**src/rtl/serial_rx_pkg.sv**
```systemverilog
package serial_rx_pkg;

    typedef enum logic [2:0] {
        ST_HUNT,
        ST_START,
        ST_DATA,
        ST_PARITY,
        ST_STOP
    } rx_state_t;

    localparam int DIV_W = 6;

    // Last counter value of a full bit period for each rate code.
    function automatic logic [DIV_W-1:0] bit_last(input logic [1:0] rate);
        logic [DIV_W-1:0] v;
        unique case (rate)
            2'b11:   v = DIV_W'(63);
            2'b10:   v = DIV_W'(15);
            default: v = '0;
        endcase
        return v;
    endfunction

    // Last counter value of half a bit period (start-bit centre).
    function automatic logic [DIV_W-1:0] half_last(input logic [1:0] rate);
        logic [DIV_W-1:0] v;
        unique case (rate)
            2'b11:   v = DIV_W'(31);
            2'b10:   v = DIV_W'(7);
            default: v = '0;
        endcase
        return v;
    endfunction

    function automatic logic is_oversampled(input logic [1:0] rate);
        return rate[1];
    endfunction

endpackage

```
**src/rtl/serial_rx_baud.sv**
```systemverilog
module serial_rx_baud #(
    parameter int CNT_W = 6
) (
    input  logic             clk,
    input  logic             rst,
    input  logic             restart,
    input  logic             tick,
    input  logic [CNT_W-1:0] half_lim,
    input  logic [CNT_W-1:0] full_lim,
    output logic             half_hit,
    output logic             full_hit
);

    logic [CNT_W-1:0] cnt;

    always_ff @(posedge clk) begin
        if (rst) begin
            cnt <= '0;
        end else if (restart) begin
            cnt <= '0;
        end else if (tick) begin
            cnt <= (cnt == full_lim) ? '0 : cnt + 1'b1;
        end
    end

    assign half_hit = tick && (cnt == half_lim);
    assign full_hit = tick && (cnt == full_lim);

endmodule

```
**src/rtl/serial_rx_shift.sv**
```systemverilog
module serial_rx_shift #(
    parameter int DATA_W = 8,
    localparam int IDX_W = $clog2(DATA_W)
) (
    input  logic              clk,
    input  logic              rst,
    input  logic              clear,
    input  logic              sample,
    input  logic              rxd,
    input  logic [IDX_W-1:0]  last_idx,
    output logic [DATA_W-1:0] data,
    output logic              last_bit
);

    logic [IDX_W-1:0] idx;

    always_ff @(posedge clk) begin
        if (rst || clear) begin
            data <= '0;
            idx  <= '0;
        end else if (sample) begin
            data[idx] <= rxd;
            idx       <= idx + 1'b1;
        end
    end

    assign last_bit = sample && (idx == last_idx);

endmodule

```
**src/rtl/serial_rx_status.sv**
```systemverilog
module serial_rx_status #(
    parameter int DATA_W = 8
) (
    input  logic              clk,
    input  logic              rst,
    input  logic              deliver,
    input  logic [DATA_W-1:0] char_in,
    input  logic              par_bad,
    input  logic              stop_bad,
    input  logic              rd,
    input  logic              clr,
    output logic [DATA_W-1:0] rx_data,
    output logic              rx_ready,
    output logic              err_parity,
    output logic              err_overrun,
    output logic              err_frame
);

    always_ff @(posedge clk) begin
        if (rst) begin
            rx_data  <= '0;
            rx_ready <= 1'b0;
        end else if (deliver) begin
            rx_data  <= char_in;
            rx_ready <= 1'b1;
        end else if (rd) begin
            rx_ready <= 1'b0;
        end
    end

    always_ff @(posedge clk) begin
        if (rst) begin
            err_parity  <= 1'b0;
            err_overrun <= 1'b0;
            err_frame   <= 1'b0;
        end else begin
            if (clr) begin
                err_parity  <= 1'b0;
                err_overrun <= 1'b0;
                err_frame   <= 1'b0;
            end
            if (deliver && par_bad)             err_parity  <= 1'b1;
            if (deliver && stop_bad)            err_frame   <= 1'b1;
            if (deliver && rx_ready && !rd)     err_overrun <= 1'b1;
        end
    end

endmodule

```
**src/rtl/serial_rx_core.sv**
```systemverilog
module serial_rx_core
    import serial_rx_pkg::*;
#(
    parameter int DATA_W = 8,
    parameter int LEN_W  = 2
) (
    input  logic              clk,
    input  logic              rst,
    input  logic              rx_tick,
    input  logic              rxd,
    input  logic              rx_en,
    input  logic [1:0]        rate_sel,
    input  logic [LEN_W-1:0]  word_len,
    input  logic              par_en,
    input  logic              par_odd,
    input  logic              rd_pulse,
    input  logic              err_clr,
    output logic [DATA_W-1:0] rx_data,
    output logic              rx_ready,
    output logic              err_parity,
    output logic              err_overrun,
    output logic              err_frame
);

    localparam int IDX_W   = $clog2(DATA_W);
    localparam int MIN_IDX = DATA_W - (1 << LEN_W);

    rx_state_t state, state_nx;

    logic              cnt_restart;
    logic              half_hit, full_hit;
    logic              sh_clear, sh_sample, last_bit;
    logic [DATA_W-1:0] sh_data;
    logic              par_capture, par_bad_q;
    logic              deliver;
    logic [IDX_W-1:0]  last_idx;

    assign last_idx = IDX_W'(MIN_IDX) + IDX_W'(word_len);

    serial_rx_baud #(.CNT_W(DIV_W)) u_baud (
        .clk      (clk),
        .rst      (rst),
        .restart  (cnt_restart),
        .tick     (rx_tick),
        .half_lim (half_last(rate_sel)),
        .full_lim (bit_last(rate_sel)),
        .half_hit (half_hit),
        .full_hit (full_hit)
    );

    serial_rx_shift #(.DATA_W(DATA_W)) u_shift (
        .clk      (clk),
        .rst      (rst),
        .clear    (sh_clear),
        .sample   (sh_sample),
        .rxd      (rxd),
        .last_idx (last_idx),
        .data     (sh_data),
        .last_bit (last_bit)
    );

    serial_rx_status #(.DATA_W(DATA_W)) u_status (
        .clk         (clk),
        .rst         (rst),
        .deliver     (deliver),
        .char_in     (sh_data),
        .par_bad     (par_en && par_bad_q),
        .stop_bad    (!rxd),
        .rd          (rd_pulse),
        .clr         (err_clr),
        .rx_data     (rx_data),
        .rx_ready    (rx_ready),
        .err_parity  (err_parity),
        .err_overrun (err_overrun),
        .err_frame   (err_frame)
    );

    // State register
    always_ff @(posedge clk) begin
        if (rst) state <= ST_HUNT;
        else     state <= state_nx;
    end

    // Parity check result, captured at the parity-bit sample
    always_ff @(posedge clk) begin
        if (rst || sh_clear)  par_bad_q <= 1'b0;
        else if (par_capture) par_bad_q <= ((^sh_data) ^ rxd) != par_odd;
    end

    // Next-state logic
    always_comb begin
        state_nx = state;
        if (!rx_en) begin
            state_nx = ST_HUNT;
        end else begin
            unique case (state)
                ST_HUNT: begin
                    if (rx_tick && !rxd)
                        state_nx = is_oversampled(rate_sel) ? ST_START : ST_DATA;
                end
                ST_START: begin
                    if (half_hit) state_nx = rxd ? ST_HUNT : ST_DATA;
                end
                ST_DATA: begin
                    if (last_bit) state_nx = par_en ? ST_PARITY : ST_STOP;
                end
                ST_PARITY: begin
                    if (full_hit) state_nx = ST_STOP;
                end
                ST_STOP: begin
                    if (full_hit) state_nx = ST_HUNT;
                end
                default: state_nx = ST_HUNT;
            endcase
        end
    end

    // Output / strobe logic
    always_comb begin
        cnt_restart = 1'b0;
        sh_clear    = 1'b0;
        sh_sample   = 1'b0;
        par_capture = 1'b0;
        deliver     = 1'b0;
        unique case (state)
            ST_HUNT: begin
                cnt_restart = 1'b1;
                sh_clear    = 1'b1;
            end
            ST_START: begin
                cnt_restart = half_hit;
            end
            ST_DATA: begin
                sh_sample = rx_en && full_hit;
            end
            ST_PARITY: begin
                par_capture = rx_en && full_hit;
            end
            ST_STOP: begin
                deliver = rx_en && full_hit;
            end
            default: begin
                cnt_restart = 1'b1;
            end
        endcase
    end

endmodule

```
**config.mk**
```make
export PLATFORM = sky130hd
export DESIGN_NAME = serial_rx_core
export DESIGN_NICKNAME = d
export VERILOG_FILES = /design/src/rtl/serial_rx_pkg.sv /design/src/rtl/serial_rx_baud.sv /design/src/rtl/serial_rx_shift.sv /design/src/rtl/serial_rx_status.sv /design/src/rtl/serial_rx_core.sv
export SDC_FILE = /design/constraint.sdc
export NUM_CORES = 1
export LEC_CHECK = 0
export BUFFER_PORTS_ARGS = -buffer_cell sky130_fd_sc_hd__clkbuf_2
export CORE_UTILIZATION = 45
export CTS_BUF_LIST = sky130_fd_sc_hd__clkbuf_4 sky130_fd_sc_hd__clkbuf_8
export DETAILED_ROUTE_END_ITERATION = 8
export GPL_ROUTABILITY_DRIVEN = 0
export PLACE_DENSITY = 0.75
export SLEW_MARGIN = 30
export SYNTH_ARGS = -nofsm -noshare
export SYNTH_HDL_FRONTEND = slang
export SYNTH_SLANG_ARGS = --single-unit
```
**constraint.sdc**
```tcl
create_clock -name clk -period 2.9 [get_ports clk]
set_clock_uncertainty 0.1 [all_clocks]
set_input_delay 0.29 -clock clk [delete_from_list [all_inputs] [get_ports clk]]
set_output_delay 0.29 -clock clk [all_outputs]
set_load 0.03 [all_outputs]
```
==> impl_metrics.json <==
{
  "min_path_type": "in -> reg",
  "postRouteAntennaNets": 0,
  "cts-root-buf": "clkbuf_8",
  "rsz0062_at_grt": "false",
  "synth_top_area_share_pct": 36.6,
  "grt_max_degree": 18,
  "setup_viol": 0,
  "cts-buffers-inserted": 5,
  "synth_mux_area_share_pct": 7.20,
  "end_kind": "flop",
  "synth.yosys.seq_area_share_pct": 36.6,
  "p_sw_share_pct": 24.7,
  "fin_cells": 271,
  "rows": 22,
  "slew_viol_final": 0,
  "yosysWarnings": 0,
  "dp.cells": 263,
  "port_buffers": 24,
  "synthXorXnorAreaFrac_pct": 10.2,
  "clock_latency_ns": 0.29,
  "drive_gt1_share_pct": 20.6,
  "htreeDepth": 2,
  "routed_via_density": 5.24,
  "grt_antenna_before_repair": 0,
  "final_cell_mix": "dfxtp_1 (33), nand2_1 (25), nor2_1 (24), clkbuf_2 (24)",
  "synthAdderAreaFrac_pct": 1.39,
  "synthTopCellsByArea": "dfxtp_1 (37%), mux2i_1 (7.2%), xnor2_1 (6.3%)",
  "p_int_uw": 650,
  "maxSlewHeadroom_pct": 59.6,
  "die_w_um": 65.4,
  "finalCritPeriodShare_pct": 85.3,
  "initial_core_util_pct": 48.3,
  "cp_data_required_time_ns": 3.02,
  "synth_edf_count": 0,
  "fillerInstances": 359,
  "ctsResizeCount": 0,
  "hold_buffers": 0,
  "dr.pass1.iters": 4,
  "power_density_nw_per_um2": 435,
  "synth.ff_latch_count": 33,
  "grt_usage_pct": 17.8,
  "wl_per_cell_um": 12.5,
  "syn_avg_cell_area_um2": 8.90,
  "netlist_area_um2": 1810,
  "power_frac_seq_pct": 53.2,
  "yosys.area_share.simple_pct": 27.5,
  "nets": 237,
  "fmax_mhz": 404,
  "tightest_slew_ns": 0.604,
  "synth_top_family_by_area": "simple AND/OR/NAND/NOR gates",
  "synth_largest_area_cell": "dfxtp_1",
  "cts.path.max_buffers": 2,
  "hold_viol": 0,
  "globalRouteOverflowTotal": 0,
  "clk_pin_slew_ns": 0.07,
  "power.switching_uw": 213,
  "core_um2": 3740,
  "max-cap-violations": 0,
  "postRouteWirelength_mm": 3.38,
  "synthArstFlopShare_pct": 0,
  "drc": 0,
  "grt_pass1_vias": 1289,
  "clock_sinks": 33,
  "path_class": "reg -> reg",
  "drtIter0Drc": 95,
  "status": "finished, final reports clean",
  "vias": 1420,
  "die_area_um2": 4270,
  "fin_tns_setup_ns": 0,
  "synth_flop_cell": "dfxtp_1",
  "synth_cells": 203,
  "crit_arrival_ns": 2.59,
  "synth_compound_area_share_pct": 11.4,
  "ys_types": 49,
  "p_comb_share_pct": 8.0,
  "post_cts_buffers": 0,
  "synth_nets": 218,
  "grt_pass1_wl_mm": 5.76,
  "insertedDiodeCount": 0,
  "final_common_cell": "dfxtp_1",
  "cp-start-kind": "flop",
  "chipHeight_um": 65.4,
  "period_needed_ns": 2.47,
  "syn2layout_area_growth_pct": 9.83,
  "ios": 25,
  "ir_worst_vdd_uv": 208,
  "p_leak_uw": 0.000760,
  "cts_tree": "built",
  "crit_fanout": 13,
  "place_hpwl_mm": 2.42,
  "clkPwrFrac_pct": 38.8
}
-- logic make-up (layout without fill, tap and decap cells) --
kind of cell | count (synthesis) | after routing
flops | 33 | 33
simple gates | 93 | 93
fa+ha+maj | 2 | 2
mux | 13 | 13
buf+inv | 15 | 35
compound gates | 26 | 26
xor+xnor | 21 | 21
-- final timing paths --
check	cells past startpoint	endpoint	startpoint	slack [ns]
setup / recovery	6	u_status.err_parity$_SDFFE_PP0P_	u_baud.cnt[4]$_SDFFE_PP0P_	0.43
hold / removal	4	u_status.err_parity$_SDFFE_PP0P_	err_clr	0.19
setup reg to reg	6	u_status.err_parity$_SDFFE_PP0P_	u_baud.cnt[4]$_SDFFE_PP0P_	0.43
hold reg to reg	2	u_status.rx_data[6]$_SDFFE_PP0P_	u_status.rx_data[6]$_SDFFE_PP0P_	0.36
-- stage by stage --
stage | hold slack, ns | area, µm² | power (µW) | worst slack, ns | utilization [%]
finish | 0.193 | 1980 | 863 | 0.427 | 53.0
global placement | 0.346 | 1900 | 537 | 0.532 | 50.7
CTS | 0.186 | 1980 | 874 | 0.451 | 53.0
global route | 0.218 | 1980 | 902 | 0.217 | 53.0
detailed placement | 0.350 | 1900 | 538 | 0.436 | 50.7
floorplan | 0.259 | 1810 | 522 | 0.782 | -
-- metal layers --
| layer | routed length [µm] | up-vias | GRT usage (%) |
|---|---|---|---|
| met1 | 1600 | 647 | 21.0 |
| met3 | 160 | 7 | 6.08 |
| met4 | 51 | 0 | 7.34 |
| li1 | - | 739 | - |
| met5 | 0 | - | 0 |
| met2 | 1570 | 27 | 29.4 |
-- cell usage after synthesis, drive strengths merged (3+ instances only) --
library cell	number
a21oi	14
buf	4
clkbuf	8
dfxtp	33
mux2i	13
nand2	25
nand2b	3
nand3	4
nand3b	3
nand4	6
nand4b	4
nor2	24
nor2b	4
nor3	4
xnor2	13
xor2	8
-- sequential cells by signal, indices dropped and copies added, names as in the netlist --
signal,count
par_bad_q,1
state,3
u_baud.cnt,6
u_shift.data,8
u_shift.idx,3
u_status.err_frame,1
u_status.err_overrun,1
u_status.err_parity,1
u_status.rx_data,8
u_status.rx_ready,1
-- power groups by stage --
stage	combinational (µW)	sequential (µW)	clock, µW
2_1_floorplan	56.0	466	0
5_1_grt	76.3	459	367
3_3_place_gp	68.2	469	0
4_1_cts	69.1	459	347
3_5_place_dp	68.7	469	0
6_report	68.7	459	335
-- critical path, cell delays in order, from the launching register on --
cell,delay [ns]
dfxtp_1,0.41
xnor2_1,0.16
a41oi_2,0.25
and4bb_1,0.60
nor2b_1,0.57
nand3_1,0.14
a21oi_1,0.17
-- final cells by class --
type	count	area [µm²]	share of cell area, %
multi-input cells	155	1040	52.5
flip-flops and latches	33	661	33.3
repair buffers	25	128	6.43
clock buffers	5	68.8	3.47
well taps	48	60.1	3.03
clock inverters	3	17.5	0.883
inverters	2	7.51	0.378
No activity file was read; power rests on OpenSTA's default activity.
